[config.mk]
export PLATFORM = sky130hd
export DESIGN_NAME = dslope_seq
export DESIGN_NICKNAME = d
export VERILOG_FILES = /design/src/rtl/dslope_pkg.sv /design/src/rtl/dslope_gate_cnt.sv /design/src/rtl/dslope_arm_timer.sv /design/src/rtl/dslope_result_reg.sv /design/src/rtl/dslope_fsm.sv /design/src/rtl/dslope_seq.sv
export SDC_FILE = /design/constraint.sdc
export NUM_CORES = 1
export LEC_CHECK = 0
export BUFFER_PORTS_ARGS = -buffer_cell sky130_fd_sc_hd__clkbuf_2
export CAP_MARGIN = 20
export CORE_UTILIZATION = 45
export CTS_BUF_LIST = sky130_fd_sc_hd__clkbuf_8
export CTS_CLUSTER_SIZE = 20
export DETAILED_ROUTE_END_ITERATION = 6
export HOLD_SLACK_MARGIN = 0.02
export PLACE_DENSITY = 0.79
export SLEW_MARGIN = 40
export SYNTH_ARGS = -nofsm -noshare
export SYNTH_HDL_FRONTEND = slang
export SYNTH_SLANG_ARGS = --single-unit
[constraint.sdc]
create_clock -name clk -period 2.17 [get_ports clk]
set_input_delay 0.3255 -clock clk [delete_from_list [all_inputs] [get_ports clk]]
set_output_delay 0.3255 -clock clk [all_outputs]
set_load 0.05 [all_outputs]
[src/rtl/dslope_pkg.sv]
package dslope_pkg;

    typedef enum logic [2:0] {
        PH_IDLE,
        PH_ARM,
        PH_RUNUP,
        PH_RUNDOWN,
        PH_LOAD
    } phase_t;

endpackage

[src/rtl/dslope_gate_cnt.sv]
module dslope_gate_cnt #(
    parameter int CNT_W = 8
) (
    input  logic             clk,
    input  logic             rst_n,
    input  logic             clr,
    input  logic             en,
    output logic [CNT_W-1:0] value,
    output logic             at_max
);

    logic [CNT_W-1:0] cnt_q;

    always_ff @(posedge clk or negedge rst_n) begin
        if (!rst_n) begin
            cnt_q <= '0;
        end else if (clr) begin
            cnt_q <= '0;
        end else if (en) begin
            cnt_q <= cnt_q + 1'b1;
        end
    end

    assign value  = cnt_q;
    assign at_max = &cnt_q;

endmodule

[src/rtl/dslope_arm_timer.sv]
module dslope_arm_timer #(
    parameter int ARM_LIMIT = 16
) (
    input  logic clk,
    input  logic rst_n,
    input  logic clr,
    input  logic en,
    output logic expired
);

    localparam int ARM_W = (ARM_LIMIT > 1) ? $clog2(ARM_LIMIT) : 1;
    localparam logic [ARM_W-1:0] LAST = ARM_W'(ARM_LIMIT - 1);

    logic [ARM_W-1:0] tick_q;

    always_ff @(posedge clk or negedge rst_n) begin
        if (!rst_n) begin
            tick_q <= '0;
        end else if (clr) begin
            tick_q <= '0;
        end else if (en && (tick_q != LAST)) begin
            tick_q <= tick_q + 1'b1;
        end
    end

    assign expired = (tick_q == LAST);

endmodule

[src/rtl/dslope_result_reg.sv]
module dslope_result_reg #(
    parameter int CNT_W = 8
) (
    input  logic             clk,
    input  logic             rst_n,
    input  logic             load,
    input  logic             force_ones,
    input  logic [CNT_W-1:0] d,
    output logic [CNT_W-1:0] q
);

    logic [CNT_W-1:0] hold_q;

    always_ff @(posedge clk or negedge rst_n) begin
        if (!rst_n) begin
            hold_q <= '0;
        end else if (load) begin
            hold_q <= force_ones ? {CNT_W{1'b1}} : d;
        end
    end

    assign q = hold_q;

endmodule

[src/rtl/dslope_fsm.sv]
module dslope_fsm
    import dslope_pkg::*;
(
    input  logic clk,
    input  logic rst_n,
    input  logic start,
    input  logic comp_hi,
    input  logic cnt_at_max,
    input  logic arm_expired,
    output logic cnt_clr,
    output logic cnt_en,
    output logic arm_clr,
    output logic arm_en,
    output logic sel_ref,
    output logic load,
    output logic busy,
    output logic done,
    output logic ovr
);

    phase_t phase_q, phase_d;
    logic   ovr_q, ovr_d;

    // Next-phase and overrange decision
    always_comb begin
        phase_d = phase_q;
        ovr_d   = ovr_q;
        unique case (phase_q)
            PH_IDLE: begin
                if (start) begin
                    phase_d = PH_ARM;
                    ovr_d   = 1'b0;
                end
            end
            PH_ARM: begin
                if (comp_hi) begin
                    phase_d = PH_RUNUP;
                end else if (arm_expired) begin
                    phase_d = PH_LOAD;
                    ovr_d   = 1'b1;
                end
            end
            PH_RUNUP: begin
                if (comp_hi && cnt_at_max) begin
                    phase_d = PH_RUNDOWN;
                end
            end
            PH_RUNDOWN: begin
                if (!comp_hi) begin
                    phase_d = PH_LOAD;
                end else if (cnt_at_max) begin
                    phase_d = PH_LOAD;
                    ovr_d   = 1'b1;
                end
            end
            PH_LOAD: begin
                phase_d = PH_IDLE;
            end
            default: begin
                phase_d = PH_IDLE;
            end
        endcase
    end

    // State register
    always_ff @(posedge clk or negedge rst_n) begin
        if (!rst_n) begin
            phase_q <= PH_IDLE;
            ovr_q   <= 1'b0;
        end else begin
            phase_q <= phase_d;
            ovr_q   <= ovr_d;
        end
    end

    // Output decode
    always_comb begin
        cnt_clr = 1'b0;
        cnt_en  = 1'b0;
        arm_clr = 1'b0;
        arm_en  = 1'b0;
        sel_ref = 1'b0;
        load    = 1'b0;
        busy    = 1'b1;
        done    = 1'b0;
        unique case (phase_q)
            PH_IDLE: begin
                busy    = 1'b0;
                cnt_clr = start;
                arm_clr = start;
            end
            PH_ARM: begin
                arm_en = 1'b1;
            end
            PH_RUNUP: begin
                cnt_en = comp_hi;
            end
            PH_RUNDOWN: begin
                sel_ref = 1'b1;
                cnt_en  = comp_hi;
            end
            PH_LOAD: begin
                load = 1'b1;
                done = 1'b1;
            end
            default: begin
                busy = 1'b0;
            end
        endcase
    end

    assign ovr = ovr_q;

endmodule

[src/rtl/dslope_seq.sv]
module dslope_seq #(
    parameter int CNT_W     = 8,
    parameter int ARM_LIMIT = 16
) (
    input  logic             clk,
    input  logic             rst_n,
    input  logic             start,
    input  logic             comp_hi,
    output logic             sel_ref,
    output logic [CNT_W-1:0] count,
    output logic             latch_load,
    output logic [CNT_W-1:0] result,
    output logic             busy,
    output logic             done,
    output logic             overrange
);

    logic cnt_clr, cnt_en, cnt_at_max;
    logic arm_clr, arm_en, arm_expired;

    dslope_fsm u_fsm (
        .clk         (clk),
        .rst_n       (rst_n),
        .start       (start),
        .comp_hi     (comp_hi),
        .cnt_at_max  (cnt_at_max),
        .arm_expired (arm_expired),
        .cnt_clr     (cnt_clr),
        .cnt_en      (cnt_en),
        .arm_clr     (arm_clr),
        .arm_en      (arm_en),
        .sel_ref     (sel_ref),
        .load        (latch_load),
        .busy        (busy),
        .done        (done),
        .ovr         (overrange)
    );

    dslope_gate_cnt #(.CNT_W(CNT_W)) u_cnt (
        .clk    (clk),
        .rst_n  (rst_n),
        .clr    (cnt_clr),
        .en     (cnt_en),
        .value  (count),
        .at_max (cnt_at_max)
    );

    dslope_arm_timer #(.ARM_LIMIT(ARM_LIMIT)) u_arm (
        .clk     (clk),
        .rst_n   (rst_n),
        .clr     (arm_clr),
        .en      (arm_en),
        .expired (arm_expired)
    );

    dslope_result_reg #(.CNT_W(CNT_W)) u_res (
        .clk        (clk),
        .rst_n      (rst_n),
        .load       (latch_load),
        .force_ones (overrange),
        .d          (count),
        .q          (result)
    );

endmodule

Word-level counts from Yosys, hierarchy flattened
Index checks and enable logic that the tools add are counted.
Cells by class
  reductions and logical operators: 11
  add/subtract/negate cells: 2
  multiplexer cells: 24
  equality and inequality tests: 14
Operators by type and width (number)
  $mux W8: 3
  $mux W3: 6
  $pmux W3 S4: 1
  $mux W1: 11
  $add A8 B1 Y8 const B: 1
  $mux W4: 2
  $ne A2 B2 Y1 const B: 4
  $reduce_and A8 Y1: 1
  $eq A3 B2 Y1 const B: 2
  $reduce_and A6 Y1: 1
  $add A4 B1 Y4 const B: 1
  $eq A4 B4 Y1 const B: 1
  $ne A2 B1 Y1 const B: 2
  $ne A4 B4 Y1 const B: 1
  $reduce_and A4 Y1: 1
  $reduce_bool A2 Y1: 2
  $reduce_or A4 Y1: 1
  $eq A3 B1 Y1 const B: 1
  $eq A3 B3 Y1 const B: 1
  $logic_not A3 Y1: 1
  $ne A3 B2 Y1 const B: 1
  $ne A3 B3 Y1 const B: 1
  $pmux W1 S3: 1
  $reduce_bool A3 Y1: 1
  other kinds (2): 3
Storage, ports and cells
  output and inout bits: 21
  bits in registers: 24
  word-level logic and storage cells: 56
  input bits: 4

Depth between registers and ports, before layout
Gate-level depths: netlist of the first run.
  depth after elaboration: 5
  gate-level depth with buffers: 7
  gate-level depth less buffers: 5

By module
Synthesis of the first run repeated with hierarchy kept, for this count alone.
Second synthesis, totals
  cell total of the unflattened synthesis: 127
  area, all modules: 1241.2 µm²
Modules (own cells, without submodules)
  dslope_gate_cnt: times used 1, area an instance 396.6 µm², sequential area each 200.2 µm², cells an instance 39
  dslope_result_reg: times used 1, area an instance 349.1 µm², sequential area each 200.2 µm², cells an instance 35
  dslope_fsm: times used 1, area an instance 266.5 µm², sequential area each 100.1 µm², cells an instance 33
  dslope_arm_timer: times used 1, area an instance 229.0 µm², sequential area each 100.1 µm², cells an instance 20

Worst setup path before layout of the first run
OpenSTA, ideal clock, no wires.
  path type: flip-flop to flip-flop
  from: reg u_cnt.cnt_q[0] (netlist: u_cnt.value[0])
  to: reg u_fsm.phase_q[2]
  library setup time: 0.100 ns
  stages on the path, launching flop included: 6
  slack: 0.484 ns
  buffers on the path: 0
  required time: 2.070 ns
  arrival time: 1.586 ns
  cells stage by stage: dfrtp_1 ha_1 nand3_2 nor2_2 a21bo_1 nor4bb_1
Between the ends
  cells in the longest elaborated chain, start to end: 4
Ends and longest elaborated chain
  from (decl): RTL line dslope_gate_cnt.sv:12  | logic [CNT_W-1:0] cnt_q;
  from (signal assigned): RTL line dslope_gate_cnt.sv:20  | cnt_q <= cnt_q + 1'b1;
  $reduce_and A8 Y1 *: RTL line dslope_gate_cnt.sv:25  | assign at_max = &cnt_q;
  $logic_and A1 B1 Y1: RTL line dslope_fsm.sv:44  | if (comp_hi && cnt_at_max) begin
  $ne A2 B1 Y1 (no line)
  $reduce_and A4 Y1 (no line) *
  to (signal assigned): RTL line dslope_fsm.sv:71  | phase_q <= phase_d;
  to (decl): RTL line dslope_fsm.sv:21  | phase_t phase_q, phase_d;
Mark *: on every way between the ends. The rest lies on a longest branch, timed or not.
A chain may end at the register's enable or synchronous reset.

Worst setup path in the final report of the first run
  from: reg u_fsm.phase_q[1]
  to: out done
Between the ends
  cells in the longest elaborated chain, start to end: 2
Ends and longest elaborated chain
  $eq A3 B3 Y1: RTL line dslope_fsm.sv:86  | unique case (phase_q)
  $mux W1: RTL line dslope_fsm.sv:86
  to (decl): RTL line dslope_seq.sv:14  | output logic done,
No other way between the ends.

==> results of run 1 <==
-- metrics by stage --
| stage | utilization | power [mW] | area, um2 |
|---|---|---|---|
| final | 0.554 | 1.37 | 1420 |
| after global routing | 0.554 | 1.45 | 1420 |
| after CTS | 0.554 | 1.39 | 1420 |
| after detailed placement | 0.533 | 1.08 | 1370 |
| after global placement | 0.533 | 1.07 | 1370 |
| after floorplan | - | 0.955 | 1260 |
-- worst max-delay path by stage --
stage	slack (ns)	cells after the start	end
after floorplan	0.48	5	u_fsm.phase_q[2]$_DFFE_PN0P_
after global placement	0.67	3	u_cnt.value[3]$_DFFE_PN0P_
after detailed placement	0.63	3	done
after CTS	0.32	3	done
after global routing	0.24	3	done
final	0.34	3	done
-- cells by family after synthesis --
kind of cell | after synthesis | synth area share
flops | 24 | 0.477
fa+ha+maj | 2 | 0.0199
buf+inv | 10 | 0.0567
simple gates | 57 | 0.272
compound gates | 20 | 0.0964
mux | 1 | 0.00795
xor+xnor | 10 | 0.0696
-- Yosys cell counts, types with 2 or more instances --
| cell type | count |
|---|---|
| xor2_1 | 4 |
| xnor2_1 | 6 |
| buf_4 | 5 |
| ha_1 | 2 |
| nor2_2 | 3 |
| dfrtp_1 | 24 |
| a21oi_1 | 11 |
| buf_6 | 2 |
| nand3_1 | 7 |
| o21ai_0 | 2 |
| and3b_1 | 2 |
| nand2_1 | 5 |
| nor2_1 | 24 |
| inv_1 | 2 |
| a22o_1 | 2 |
-- state kept, by name, summed over array words and instances (netlist names) --
name,cells
u_fsm.ovr,1
u_fsm.phase_q,3
u_cnt.value,8
u_res.q,8
u_arm.tick_q,4
-- power by group through the flow --
| stage | combinational (mW) | clock [mW] | sequential [mW] |
|---|---|---|---|
| after floorplan | 0.148 | 0 | 0.808 |
| after global placement | 0.446 | 0 | 0.621 |
| after detailed placement | 0.455 | 0 | 0.627 |
| after CTS | 0.456 | 0.314 | 0.618 |
| after global routing | 0.488 | 0.326 | 0.633 |
| final | 0.452 | 0.299 | 0.620 |
-- worst max-delay path, cell delays in order (launching register included) --
cell	delay [ns]
dfrtp_1	0.54
nor2_4	0.19
and2_1	0.21
clkbuf_2	0.30
-- area by class of cell --
type / count / area, um2 / share of cell area
clock buffers: 4 / 55.1 / 0.0387
inverters: 2 / 7.51 / 0.00528
multi-input cells: 90 / 587 / 0.412
flip-flops and latches: 24 / 601 / 0.422
well taps: 30 / 37.5 / 0.0264
repair buffers: 26 / 135 / 0.0950
-- cells in the final DEF (no fill, tap or decap), drive strengths merged, types with 2 or more instances in the layout --
cell / n
xnor2: 6
buf: 2
a21oi: 11
and3b: 2
a22o: 2
dfrtp: 24
inv: 2
clkbuf: 28
nand3: 8
nor2: 28
o21ai: 2
xor2: 4
ha: 2
nand2: 6
-- routing by layer --
layer	track usage	routed length, um
met1	0.219	1130
met2	0.315	1110
met3	0.0500	109
met4	0.0556	48
met5	0	0
==> flow_metrics.env, run 1 <==
export IMPL_status="complete, no violations"
export IMPL_clk_pin_slew_worst_paths_ns=0.08
export IMPL_timing_critical_path_arrival_ns=1.50
export IMPL_synth_distinct_cells=38
export IMPL_cap_violations=0
export IMPL_syn_to_final_growth_pct=13.0
export IMPL_postCtsSetupBuffers=0
export IMPL_finalCritPeriodShare=0.842
export IMPL_htreeDepth=1
export IMPL_comb_power_share=0.329
export IMPL_yosysTopAreaCell="dfrtp_1"
export IMPL_netlist_area_mm2=0.00126
export IMPL_cts_root_buf="clkbuf_8"
export IMPL_dr_total_vias=940
export IMPL_synth_fp_nets=130
export IMPL_ys_seq_elements=24
export IMPL_grt_pass1_wl_um=3800
export IMPL_synth_area_leaders="dfrtp_1 (48%), nor2_1 (7.2%), a21oi_1 (4.4%)"
export IMPL_drive_gt1_frac=0.288
export IMPL_seq_power_share=0.452
export IMPL_routedWlPerCell_um=13.6
export IMPL_worstMarginPinSlew_ns=0.592
export IMPL_r2r_cells=3
export IMPL_min_period_ns=1.83
export IMPL_wl_um=2390
export IMPL_finalNonFillerCells=176
export IMPL_drc_errors=0
export IMPL_cts_buffer_depth=2
export IMPL_p_int_mw=0.789
export IMPL_antenna_found_initial=0
export IMPL_fmax_mhz=547
export IMPL_worst_slack_ns=0.343
export IMPL_finalSetupTns_ns=0
export IMPL_netlist_area_leader_share=0.477
export IMPL_place_congestion=0.825
export IMPL_yosysWarnings=0
export IMPL_worstSkewPairLatency_ns=0.26
export IMPL_worstPathRequired_ns=1.84
export IMPL_num_rows=18
export IMPL_hold_worst_slack_ns=0.0471
export IMPL_p_sw_mw=0.582
export IMPL_path_max_fanout=10
export IMPL_place_ws_ns=0.626
export IMPL_r2r_end="u_arm.tick_q[0]$_DFFE_PN0P_"
export IMPL_die_width_um=54.9
export IMPL_clock_skew_ns=0.00194
export IMPL_synth_edf_count=0
export IMPL_layout_nets=153
export IMPL_first_pass_iters=4
export IMPL_worstSetupStartpoint="u_fsm.phase_q[1]$_DFFE_PN0P_"
export IMPL_io_pins=25
export IMPL_seq_area_frac_synth=0.477
export IMPL_cts_sinks=24
export IMPL_placed_cells=172
export IMPL_die_area_mm2=0.00301
export IMPL_grt_max_degree=25
export IMPL_floorplan_initialDensity=0.490
export IMPL_synth_cells=124
export IMPL_drt_iter0_drc=9
export IMPL_rsz0062_at_grt="no"
export IMPL_vdd_ir_drop_worst_mv=0.798
export IMPL_regToRegStartpoint="u_fsm.phase_q[2]$_DFFE_PN0P_"
export IMPL_setup_viol=0
export IMPL_slew_violations=0
export IMPL_synthArstFlopShare=1.00
export IMPL_hold_viol=0
export IMPL_relSlewSlack=0.606
export IMPL_core_area_mm2=0.00257
export IMPL_hp_class="input pin to async pin"
export IMPL_grt_overflow_total=0
export IMPL_power_density_mw_per_mm2=964
export IMPL_cts_resized_gates=0
export IMPL_numPortBuffers=24
export IMPL_cts_buffers_inserted=3
export IMPL_grt_pass1_vias=872
export IMPL_synth_top_flop_cell="dfrtp_1"
export IMPL_r2r_setup_slack_ns=0.66
export IMPL_via_per_inst=5.34
export IMPL_dp_hpwl_um=1800
export IMPL_synth_avg_cell_area_um2=10.2
export IMPL_startpoint_type="register"
export IMPL_worstSetupPathType="register to output pin"
export IMPL_holdBufCountCts=0
export IMPL_track_usage=0.183
export IMPL_swShare=0.425
export IMPL_fillers=230
export IMPL_cellLeakagePower_nw=0.668
export IMPL_cts_tree="built"
export IMPL_endpoint_kind="output pin"
export IMPL_p_clk_frac=0.218
export IMPL_diodes=0
export IMPL_final_antenna_net_count=0
export IMPL_dieHeight_um=54.9
Power figures use the tool's default switching activity.
==> run 2: changes to the inputs <==
- clock period: 2.17 -> 1.7 ns (I/O delays scaled with it)
==> flow_metrics.env, run 2 (same netlist as run 1, synthesis figures left out) <==
export IMPL_status="complete, no violations"
export IMPL_hold_worst_slack_ns=0.380
export IMPL_die_area_mm2=0.00301
export IMPL_finalCritPeriodShare=0.958
export IMPL_timing_critical_path_arrival_ns=1.37
export IMPL_htreeDepth=1
export IMPL_most_common_layout_cells="nor2_1 (24), clkbuf_2 (22), dfrtp_1 (22), a21oi_1 (11), nand3_1 (7)"
export IMPL_p_int_mw=1.01
export IMPL_layout_nets=155
export IMPL_dieHeight_um=54.9
export IMPL_diodes=0
export IMPL_fin_area_mm2=0.00146
export IMPL_die_width_um=54.9
export IMPL_hold_viol=0
export IMPL_hp_class="input pin to register"
export IMPL_placed_cells=173
export IMPL_cts_buffer_depth=2
export IMPL_relSlewSlack=0.613
export IMPL_vdd_ir_drop_worst_mv=0.922
export IMPL_final_common_cell="nor2_1"
export IMPL_via_per_inst=5.33
export IMPL_comb_power_share=0.330
export IMPL_seq_power_share=0.453
export IMPL_fmax_mhz=614
export IMPL_first_pass_iters=4
export IMPL_p_sw_mw=0.734
export IMPL_core_area_mm2=0.00257
export IMPL_floorplan_initialDensity=0.490
export IMPL_startpoint_type="register"
export IMPL_r2r_end="u_fsm.phase_q[2]$_DFFE_PN0P_"
export IMPL_drive_gt1_frac=0.304
export IMPL_cellLeakagePower_nw=0.678
export IMPL_finalNonFillerCells=178
export IMPL_grt_max_degree=25
export IMPL_min_period_ns=1.63
export IMPL_worstSetupPathType="register to output pin"
export IMPL_hold_path_depth=3
export IMPL_antenna_found_initial=0
export IMPL_endpoint_kind="output pin"
export IMPL_r2r_cells=5
export IMPL_rsz0062_at_grt="no"
export IMPL_swShare=0.421
export IMPL_min_from="comp_hi"
export IMPL_cts_tree="built"
export IMPL_worstPathRequired_ns=1.44
export IMPL_use_met2=0.297
export IMPL_worstMarginPinSlew_ns=0.581
export IMPL_r2r_setup_slack_ns=0.22
export IMPL_grt_use_met1=0.220
export IMPL_worstSkewPairLatency_ns=0.26
export IMPL_final_antenna_net_count=0
export IMPL_syn_to_final_growth_pct=16.0
export IMPL_grt_overflow_total=0
export IMPL_wl_um=2330
export IMPL_track_usage=0.174
export IMPL_slew_violations=0
export IMPL_clk_pin_slew_worst_paths_ns=0.08
export IMPL_cts_root_buf="clkbuf_8"
export IMPL_num_rows=18
export IMPL_power_density_mw_per_mm2=1190
export IMPL_final_util=0.569
export IMPL_use_met3=0.0194
export IMPL_p_clk_frac=0.218
export IMPL_setup_viol=0
export IMPL_place_congestion=0.833
export IMPL_drc_errors=0
export IMPL_grt_pass1_wl_um=3640
export IMPL_path_max_fanout=9
export IMPL_dpl_cell_area_mm2=0.00139
export IMPL_grt_pass1_vias=843
export IMPL_min_to="u_fsm.phase_q[2]$_DFFE_PN0P_"
export IMPL_dr_total_vias=949
export IMPL_routedWlPerCell_um=13.1
export IMPL_cts_buffers_inserted=3
export IMPL_io_pins=25
export IMPL_dp_hpwl_um=1770
export IMPL_grt_busiest_layer="met2"
export IMPL_clock_skew_ns=0.00176
export IMPL_drt_iter0_drc=9
export IMPL_regToRegStartpoint="u_cnt.value[0]$_DFFE_PN0P_"
export IMPL_cts_sinks=24
export IMPL_finalSetupTns_ns=0
export IMPL_numPortBuffers=24
export IMPL_cap_violations=0
run 2: worst max-delay path by stage:
stage                                             from                      endpoint  slack, ns  cells after the start
after floorplan             u_cnt.value[0]$_DFFE_PN0P_  u_fsm.phase_q[2]$_DFFE_PN0P_       0.01                      5
after global placement    u_fsm.phase_q[0]$_DFFE_PN0P_                          done       0.28                      3
after detailed placement    u_cnt.value[0]$_DFFE_PN0P_  u_fsm.phase_q[2]$_DFFE_PN0P_       0.23                      5
after CTS                 u_fsm.phase_q[0]$_DFFE_PN0P_                          done       0.03                      3
after global routing      u_fsm.phase_q[0]$_DFFE_PN0P_                    latch_load     0.0001                      3
final                     u_fsm.phase_q[0]$_DFFE_PN0P_                          done       0.07                      3
run 2: per-layer routing:
layer  wire, um  vias up
li1           -      466
met1       1100      459
met2       1120       22
met3         92        2
met4         23        0
met5          0        -
run 2: stage by stage:
step | worst slack (ns) | power [mW]
final | 0.0714 | 1.74
after global routing | 0.000140 | 1.84
after CTS | 0.0330 | 1.76
after detailed placement | 0.235 | 1.38
after global placement | 0.281 | 1.37
after floorplan | 0.0136 | 1.22
run 2: repair_timing:
action | CTS | global route
resized for setup | 3 | 1
endpoints found under the hold margin | 24 | 0
endpoints found under the setup margin | 3 | 3
hold buffers | 1 | 0
buffers inserted | 0 | 0
run 2: final cells by class:
type	count	area [um2]
clock buffer	4	55.1
fill	227	1110
inverter	2	7.51
multi-input combinational	90	587
sequential	24	603
tap	30	37.5
timing repair buffer	28	170
run 2: power by group through the flow:
stage / sequential [mW] / clock [mW] / combinational, mW
after global placement: 0.790 / 0 / 0.576
after CTS: 0.788 / 0.392 / 0.582
after global routing: 0.806 / 0.411 / 0.627
after detailed placement: 0.800 / 0 / 0.580
final: 0.788 / 0.379 / 0.574
after floorplan: 1.03 / 0 / 0.189
run 2: worst max-delay path, cell delays in order (launching register included):
cell      delay [ns]
dfrtp_2         0.48
nor2_4          0.17
and2_1          0.21
clkbuf_4        0.25
